## config.mk

```make
export PLATFORM = sky130hd
export DESIGN_NAME = pmrom_reader
export DESIGN_NICKNAME = d
export VERILOG_FILES = /design/src/rtl/pmrom_reader.sv
export SDC_FILE = /design/constraint.sdc
export NUM_CORES = 1
export LEC_CHECK = 0
export ABC_AREA = 1
export CORE_MARGIN = 3
export CORE_UTILIZATION = 48
export CTS_CLUSTER_SIZE = 8
export DETAILED_ROUTE_END_ITERATION = 16
export PLACE_DENSITY_LB_ADDON = 0.25
export SETUP_SLACK_MARGIN = 0.05
export SYNTH_ARGS = -nofsm -noshare
export SYNTH_HDL_FRONTEND = slang
export SYNTH_SLANG_ARGS = --single-unit
```

## constraint.sdc

```tcl
create_clock -name clk -period 2.8 [get_ports clk]
set_input_delay 0.7 -clock clk [delete_from_list [all_inputs] [get_ports clk]]
set_output_delay 0.7 -clock clk [all_outputs]
set_load 0.05 [all_outputs]
```

## src/rtl/pmrom_reader.sv

```systemverilog
module pmrom_reader #(
  parameter int ADDR_W    = 21,
  parameter int MISS_WAIT = 10,
  parameter int HIT_WAIT  = 3,
  parameter int IDLE_REL  = 8
) (
  input  logic              clk,
  input  logic              rst_n,
  input  logic              byte_mode,
  input  logic              rd_req,
  input  logic [ADDR_W:0]   rd_addr,
  output logic              rd_ready,
  output logic [15:0]       rd_data,
  output logic              rd_valid,
  output logic [ADDR_W-1:0] mem_addr,
  output logic              mem_ce_n,
  output logic              mem_oe_n,
  output logic              mem_lsb_o,
  output logic              mem_lsb_oe,
  input  logic [15:0]       mem_dq
);
  localparam int PG_W  = 3;
  localparam int CNT_W = $clog2(MISS_WAIT + 1);
  localparam int IDL_W = $clog2(IDLE_REL + 1);

  logic             busy;
  logic             mode_q;
  logic [CNT_W-1:0] cnt;
  logic [IDL_W-1:0] idle_cnt;

  wire accept = rd_req & ~busy;
  wire hit    = ~mem_ce_n & (mode_q == byte_mode) &
                (mem_addr[ADDR_W-1:PG_W] == rd_addr[ADDR_W:PG_W+1]);

  assign rd_ready   = ~busy;
  assign mem_lsb_oe = mode_q & ~mem_ce_n;

  always_ff @(posedge clk) begin
    if (!rst_n) begin
      busy      <= 1'b0;
      mode_q    <= 1'b0;
      cnt       <= '0;
      idle_cnt  <= '0;
      mem_ce_n  <= 1'b1;
      mem_oe_n  <= 1'b1;
      mem_addr  <= '0;
      mem_lsb_o <= 1'b0;
      rd_data   <= '0;
      rd_valid  <= 1'b0;
    end else begin
      rd_valid <= 1'b0;
      if (accept) begin
        busy      <= 1'b1;
        mem_addr  <= rd_addr[ADDR_W:1];
        mem_lsb_o <= rd_addr[0];
        mode_q    <= byte_mode;
        mem_ce_n  <= 1'b0;
        mem_oe_n  <= 1'b0;
        idle_cnt  <= '0;
        cnt       <= hit ? CNT_W'(HIT_WAIT - 1) : CNT_W'(MISS_WAIT - 1);
      end else if (busy) begin
        if (cnt == '0) begin
          busy     <= 1'b0;
          rd_valid <= 1'b1;
          rd_data  <= mode_q ? {8'h00, mem_dq[7:0]} : mem_dq;
          idle_cnt <= '0;
        end else begin
          cnt <= cnt - 1'b1;
        end
      end else if (!mem_ce_n) begin
        if (idle_cnt == IDL_W'(IDLE_REL - 1)) begin
          mem_ce_n <= 1'b1;
          mem_oe_n <= 1'b1;
          idle_cnt <= '0;
        end else begin
          idle_cnt <= idle_cnt + 1'b1;
        end
      end
    end
  end

  assert_addr_stable_R7: assert property (@(posedge clk) disable iff (!rst_n)
    busy |=> ($stable(mem_addr) && $stable(mem_lsb_o)));
  assert_ce_held_R7: assert property (@(posedge clk) disable iff (!rst_n)
    !rd_ready |-> !mem_ce_n);
  assert_valid_pulse_R10: assert property (@(posedge clk) disable iff (!rst_n)
    rd_valid |=> !rd_valid);
  assert_release_idle_R8: assert property (@(posedge clk) disable iff (!rst_n)
    $rose(mem_ce_n) |-> (rd_ready && !rd_valid));
endmodule

```

# Word level (Yosys, flattened, before mapping)
# Index checks and enable logic that the tools add are counted.
[word_totals] out_inout_bits=43 word_cells=58 reg_bits=51
[op_classes] n_eq_ne=8 mux=21 n_reduce_logical=9 n_bitwise=8 add_sub_neg=2
[op_table] operator="4-bit two-way mux" count=8
[op_table] operator="18-bit equality test" count=1
[op_table] operator="16-bit two-way mux" count=1
[op_table] operator="1-bit two-way mux" count=12
[op_table] operator="2-bit by 1-bit inequality test with 1-bit output (second input constant)" count=4
[op_table] operator="3-bit AND reduction" count=2
[op_table] operator="4-bit by 1-bit adder with 4-bit output (second input constant)" count=1
[op_table] operator="1-bit bitwise AND" count=4
[op_table] operator="4-bit by 3-bit equality test with 1-bit output (second input constant)" count=1
[op_table] operator="4-bit logical NOT" count=1
[op_table] operator="1-bit inverter" count=4
[op_table] operator="2-bit AND reduction" count=2
[op_table] operator="2-bit nonzero test" count=2
[op_table] operator="4-bit by 1-bit subtractor with 4-bit output (second input constant)" count=1
[op_table] operator="3-bit OR reduction" count=1
[op_table] operator="2-bit inequality test (second input constant)" count=1
[op_table] operator="2-bit OR reduction" count=1
[op_table] operator="1-bit equality test" count=1

# Longest topological paths before layout
# Gate-level depths: netlist of run 1.
[logic_depth] ltp_word=5 ltp_mapped=11

# Worst setup path after synthesis of run 1
# OpenSTA, ideal clock, no wires.
[synth_path] path_kind="flip-flop to output port" start="reg mem_ce_n" end="out mem_lsb_oe" setup_slack_ns=0.878 arrival_time_ns=1.222 t_required_ns=2.100 stages_incl_launch_ff=2 path_cell_list="dfxtp_1 > nor2_1"
[synth_via] elab_chain_len=2
[synth_rtl] element="start, declared" line="16" rtl="output logic mem_ce_n,"
[synth_rtl] element="start signal, assigned" line="44" rtl="mem_ce_n <= 1'b1;"
[synth_rtl] element="start signal, assigned" line="57" rtl="mem_ce_n <= 1'b0;"
[synth_rtl] element="start signal, assigned" line="72" rtl="mem_ce_n <= 1'b1;"
[synth_rtl] element="1-bit inverter" line="36" rtl="assign mem_lsb_oe = mode_q & ~mem_ce_n;"
[synth_rtl] element="1-bit bitwise AND" line="36"
[synth_rtl] element="end, declared" line="19" rtl="output logic mem_lsb_oe,"
# No other way between the ends.

# Final worst setup path of run 1
[layout_path] start="reg mode_q" end="out mem_lsb_oe"
[layout_via] elab_chain_len=1
[layout_rtl] element="start, declared" line="27" rtl="logic mode_q;"
[layout_rtl] element="start signal, assigned" line="56" rtl="mode_q <= byte_mode;"
[layout_rtl] element="1-bit bitwise AND" line="36"
# No other way between the ends.

==> flow_summary_export.csv, run 1 <==
group,metric,value,unit
worst_setup_path,critical_path.slowest_cell,"sky130_fd_sc_hd__clkdlybuf4s50_1",
synthesis,share_of_synthesized_area_occupied_by_flip_flops_and_latches,0.443,
global_route,grt_start_max_net_pins,41,
routing,detail-route-antenna-nets,0,
routing,route.detailed.vias_per_inst,4.98,
pwr,p_comb_frac,0.305,
global_route,grt_pass1_wl,8890,um
clocking,number_of_h_tree_levels,2,
synthesis,synth_compound_gate_area_share,0.181,
worst_setup_path,crit_path_end_kind,"output port",
job,timing.max_cap.violations,0,
worst_setup_path,slowest_stage_delay_cp,0.82,ns
finish,post_route_cells_drive_above_1_share,0.0496,
routing,drt_iter0_markers,132,
synthesis,synth_flop_cell,"sky130_fd_sc_hd__dfxtp_1",
synthesis,post_synth_mux_area_share,0,
routing,detail_route.first_pass.iterations,4,
floorplan,die_w,75.3,um
routing,detailroute.via_count,2267,
synthesis,syn_std_cell_area,0.00230,mm^2
sta,slew_viol_final,0,
finish,area_growth_syn_to_layout,41.1,%
synthesis,cell_with_the_most_instances_after_synthesis,"sky130_fd_sc_hd__nand2_1",
sta,timing_worst_slew_pin_value,0.525,ns
worst_setup_path,critical_path_peak_fanout,10,
pwr,sw_pwr,634,uW
worst_setup_path,critical-path-top-delay-family,"buffers and inverters",
floorplan,dieHeight,75.3,um
sta,worst_hold_slack,0.467,ns
synthesis,synth-simple-area-share,0.241,
clocking,max-clock-path-buffers,2,
sta,rsz0062_at_grt,"false",
sta,final.setup.tns,0,ns
sta,clock_skew,0.00855,ns
sta,setup_viol,0,
sta,timing.fmax,379,MHz
synthesis,syn_inst,323,
global_route,grt_pass1_vias,2057,
pwr,power.internal,1260,uW
worst_setup_path,crit_buf_inv,2,
routing,route.detailed.wl_per_inst,12.5,um
pwr,power_frac_clock,0.259,
synthesis,synth.top_cells.by_count,"54 x sky130_fd_sc_hd__nand2_1, 51 x sky130_fd_sc_hd__dfxtp_1, 49 x sky130_fd_sc_hd__nor2_1, 48 x sky130_fd_sc_hd__o21ai_0, 38 x sky130_fd_sc_hd__inv_1",
floorplan,placement_rows,24,
synthesis,post_synth_fa_ha_maj_area_fraction,0.0163,
synthesis,yosys.area_share.xor_xnor,0.0114,
synthesis,synth_top_family_by_area,"simple AND/OR/NAND/NOR gates",
pwr,p_seq_frac,0.437,
synthesis,yosys.area.top_type_share,0.443,
worst_setup_path,path_type_of_the_worst_setup_path,"reg2out",
sta,hold_viol_final,0,
floorplan,boundary_pin_count,85,
sta,maxSlewHeadroom,0.649,
placed_design,detailed_place_hpwl,4120,um
pwr,power-per-cell-area,582,mW/mm^2
clocking,post_cts_resize_count,0,
routing,detail_route.drc_violations,0,
worst_setup_path,critPathArrivalTime,1.94,ns
global_route,groute.usage.overall,0.204,
finish,n_antenna_cell,0,
global_route,antenna_found_initial,0,
finish,post-route-util,0.721,
pwr,netSwitchingFraction,0.335,
floorplan,coreArea,0.00450,mm^2
finish,num-nets-final,448,
placed_design,port_buffers,84,
placed_design,gp_routability_congestion,0.818,
routing,wl,5690,um
synthesis,synth-async-reset-ratio,0,
synthesis,ys_types,27,
clocking,post_cts_buffers,0,
clocking,cts.clk_slew.worst_paths,0.09,ns
worst_setup_path,critPathLaunchType,"flip-flop",
clocking,cts_tree,"yes",
synthesis,synth_enable_flop_cells,0,
synthesis,yosys_register_bits,51,
clocking,hold_buffers,0,
outcome,outcome,"complete, no violations",
synthesis,mappedNetlistNets,368,
pwr,ir_worst_vdd,0.414,mV
clocking,numClockSinks,51,
worst_setup_path,required,2.10,ns
worst_setup_path,critical_path.cell_chain,"clkinv_1 > nor2_1 > clkdlybuf4s50_1",
floorplan,initial_core_util,0.511,
pwr,leakage,0.00137,uW
hold_path,path_type_of_the_worst_min_delay_path,"reg2reg",
clocking,worstSkewPairLatency,0.30,ns
sta,finalWorstPathRequiredPeriod,2.64,ns
floorplan,design.die.area,0.00567,mm^2
clocking,cts_inserted_buffers,5,
synthesis,post_synth_main_area_contributors,"sky130_fd_sc_hd__dfxtp_1 44%, sky130_fd_sc_hd__o21ai_0 10%, sky130_fd_sc_hd__nand2_1 8.8%, sky130_fd_sc_hd__nor2_1 8.0%, sky130_fd_sc_hd__a21oi_1 7.0%",
synthesis,netlist.top_cell.by_area,"sky130_fd_sc_hd__dfxtp_1",
synthesis,postSynthAreaPerCell,7.13,um^2
global_route,grt.overflow.total,0,
synthesis,yosysWarnings,0,
sta,fin_crit_sh,0.943,
clocking,clk_root_buffer_cell,"sky130_fd_sc_hd__clkbuf_8",
-- metrics by stage --
stage          total power [uW]  instances  area, um^2  worst slack, ns
2_1_floorplan              1220        323        2300            0.878
3_3_place_gp               1400        448        3150            0.530
3_5_place_dp               1420        448        3150            0.493
4_1_cts                    1910        455        3250            0.157
5_1_grt                    1980        455        3250           0.0860
6_report                   1890        455        3250            0.159
-- layout make-up --
class | count | area [um^2]
Fill cell | 395 | 1250
Multi-Input combinational cell | 215 | 1040
Sequential cell | 51 | 1020
Timing Repair Buffer | 85 | 848
Inverter | 45 | 176
Clock buffer | 6 | 72.6
Tap cell | 52 | 65.1
Clock inverter | 1 | 30.0
-- path summary, 6_finish.rpt --
| path | start | end | slack, ns | depth (start not counted) |
|---|---|---|---|---|
| setup reg to reg | busy | cnt[1] | 1.25 | 9 |
| setup / recovery | mode_q | mem_lsb_oe | 0.16 | 3 |
| hold / removal | rd_data[8] | rd_data[8] | 0.47 | 2 |
| hold reg to reg | rd_data[8] | rd_data[8] | 0.47 | 2 |
-- worst register-to-register path: cells and delay by family (launching register included) --
kind                   cells  cell delay [ns]
AND/OR/NAND/NOR            3             0.51
AO/OA/AOI/OAI              1             0.12
buffers and inverters      5             0.40
flip-flops                 1             0.44
-- flip-flops by register name, indices dropped and copies added (netlist names) --
register   flops
mem_addr      21
rd_data       16
cnt            4
idle_cnt       4
busy           1
mem_ce_n       1
mem_lsb_o      1
mem_oe_n       1
mode_q         1
rd_valid       1
-- power by group through the flow --
stage	logic [uW]	registers [uW]	clock network, uW
final	576	825	490
after global routing	622	832	527
after CTS	579	825	502
after detailed placement	576	840	0
after global placement	566	837	0
after floorplan	211	1010	0
-- cell usage in the layout, fill, tap and decap left out --
master and count:
sky130_fd_sc_hd__a21oi_1 32, sky130_fd_sc_hd__a31oi_1 2, sky130_fd_sc_hd__buf_4 1, sky130_fd_sc_hd__bufinv_16 1, sky130_fd_sc_hd__clkbuf_1 1, sky130_fd_sc_hd__clkbuf_8 5, sky130_fd_sc_hd__clkdlybuf4s50_1 84, sky130_fd_sc_hd__clkinv_1 1
sky130_fd_sc_hd__dfxtp_1 51, sky130_fd_sc_hd__ha_1 3, sky130_fd_sc_hd__inv_1 38, sky130_fd_sc_hd__inv_2 3, sky130_fd_sc_hd__inv_4 3, sky130_fd_sc_hd__nand2_1 54, sky130_fd_sc_hd__nand2_2 2, sky130_fd_sc_hd__nand2_4 1
sky130_fd_sc_hd__nand3_1 12, sky130_fd_sc_hd__nand3_4 1, sky130_fd_sc_hd__nand4_1 2, sky130_fd_sc_hd__nor2_1 49, sky130_fd_sc_hd__nor2_4 2, sky130_fd_sc_hd__nor2_8 1, sky130_fd_sc_hd__nor3_1 1, sky130_fd_sc_hd__o21ai_0 48
sky130_fd_sc_hd__o21ai_1 1, sky130_fd_sc_hd__or2_0 1, sky130_fd_sc_hd__xnor2_1 2, sky130_fd_sc_hd__xor2_1 1
-- cells by family after synthesis --
family	Yosys count
AND/OR/NAND/NOR	126
AO/OA/AOI/OAI	83
buffers and inverters	57
flip-flops	51
XOR/XNOR	3
adder cells (fa/ha/maj)	3
-- per-layer routing --
metal | part of all wire | up-vias | track usage | routed length [um]
met2 | 0.48 | 82 | 0.351 | 2710
met1 | 0.42 | 996 | 0.236 | 2420
met3 | 0.088 | 4 | 0.0708 | 501
met5 | 0 | - | 0 | 0
li1 | - | 1185 | - | -
met4 | 0.011 | 0 | 0.0738 | 63
No activity file was read; power rests on OpenSTA's default activity.
==> run 2: changes to the inputs <==
GPL_ROUTABILITY_DRIVEN = 0   (was unset)
==> results of run 2 <==
Final layout, timing and power as in run 1 (identical DEF).
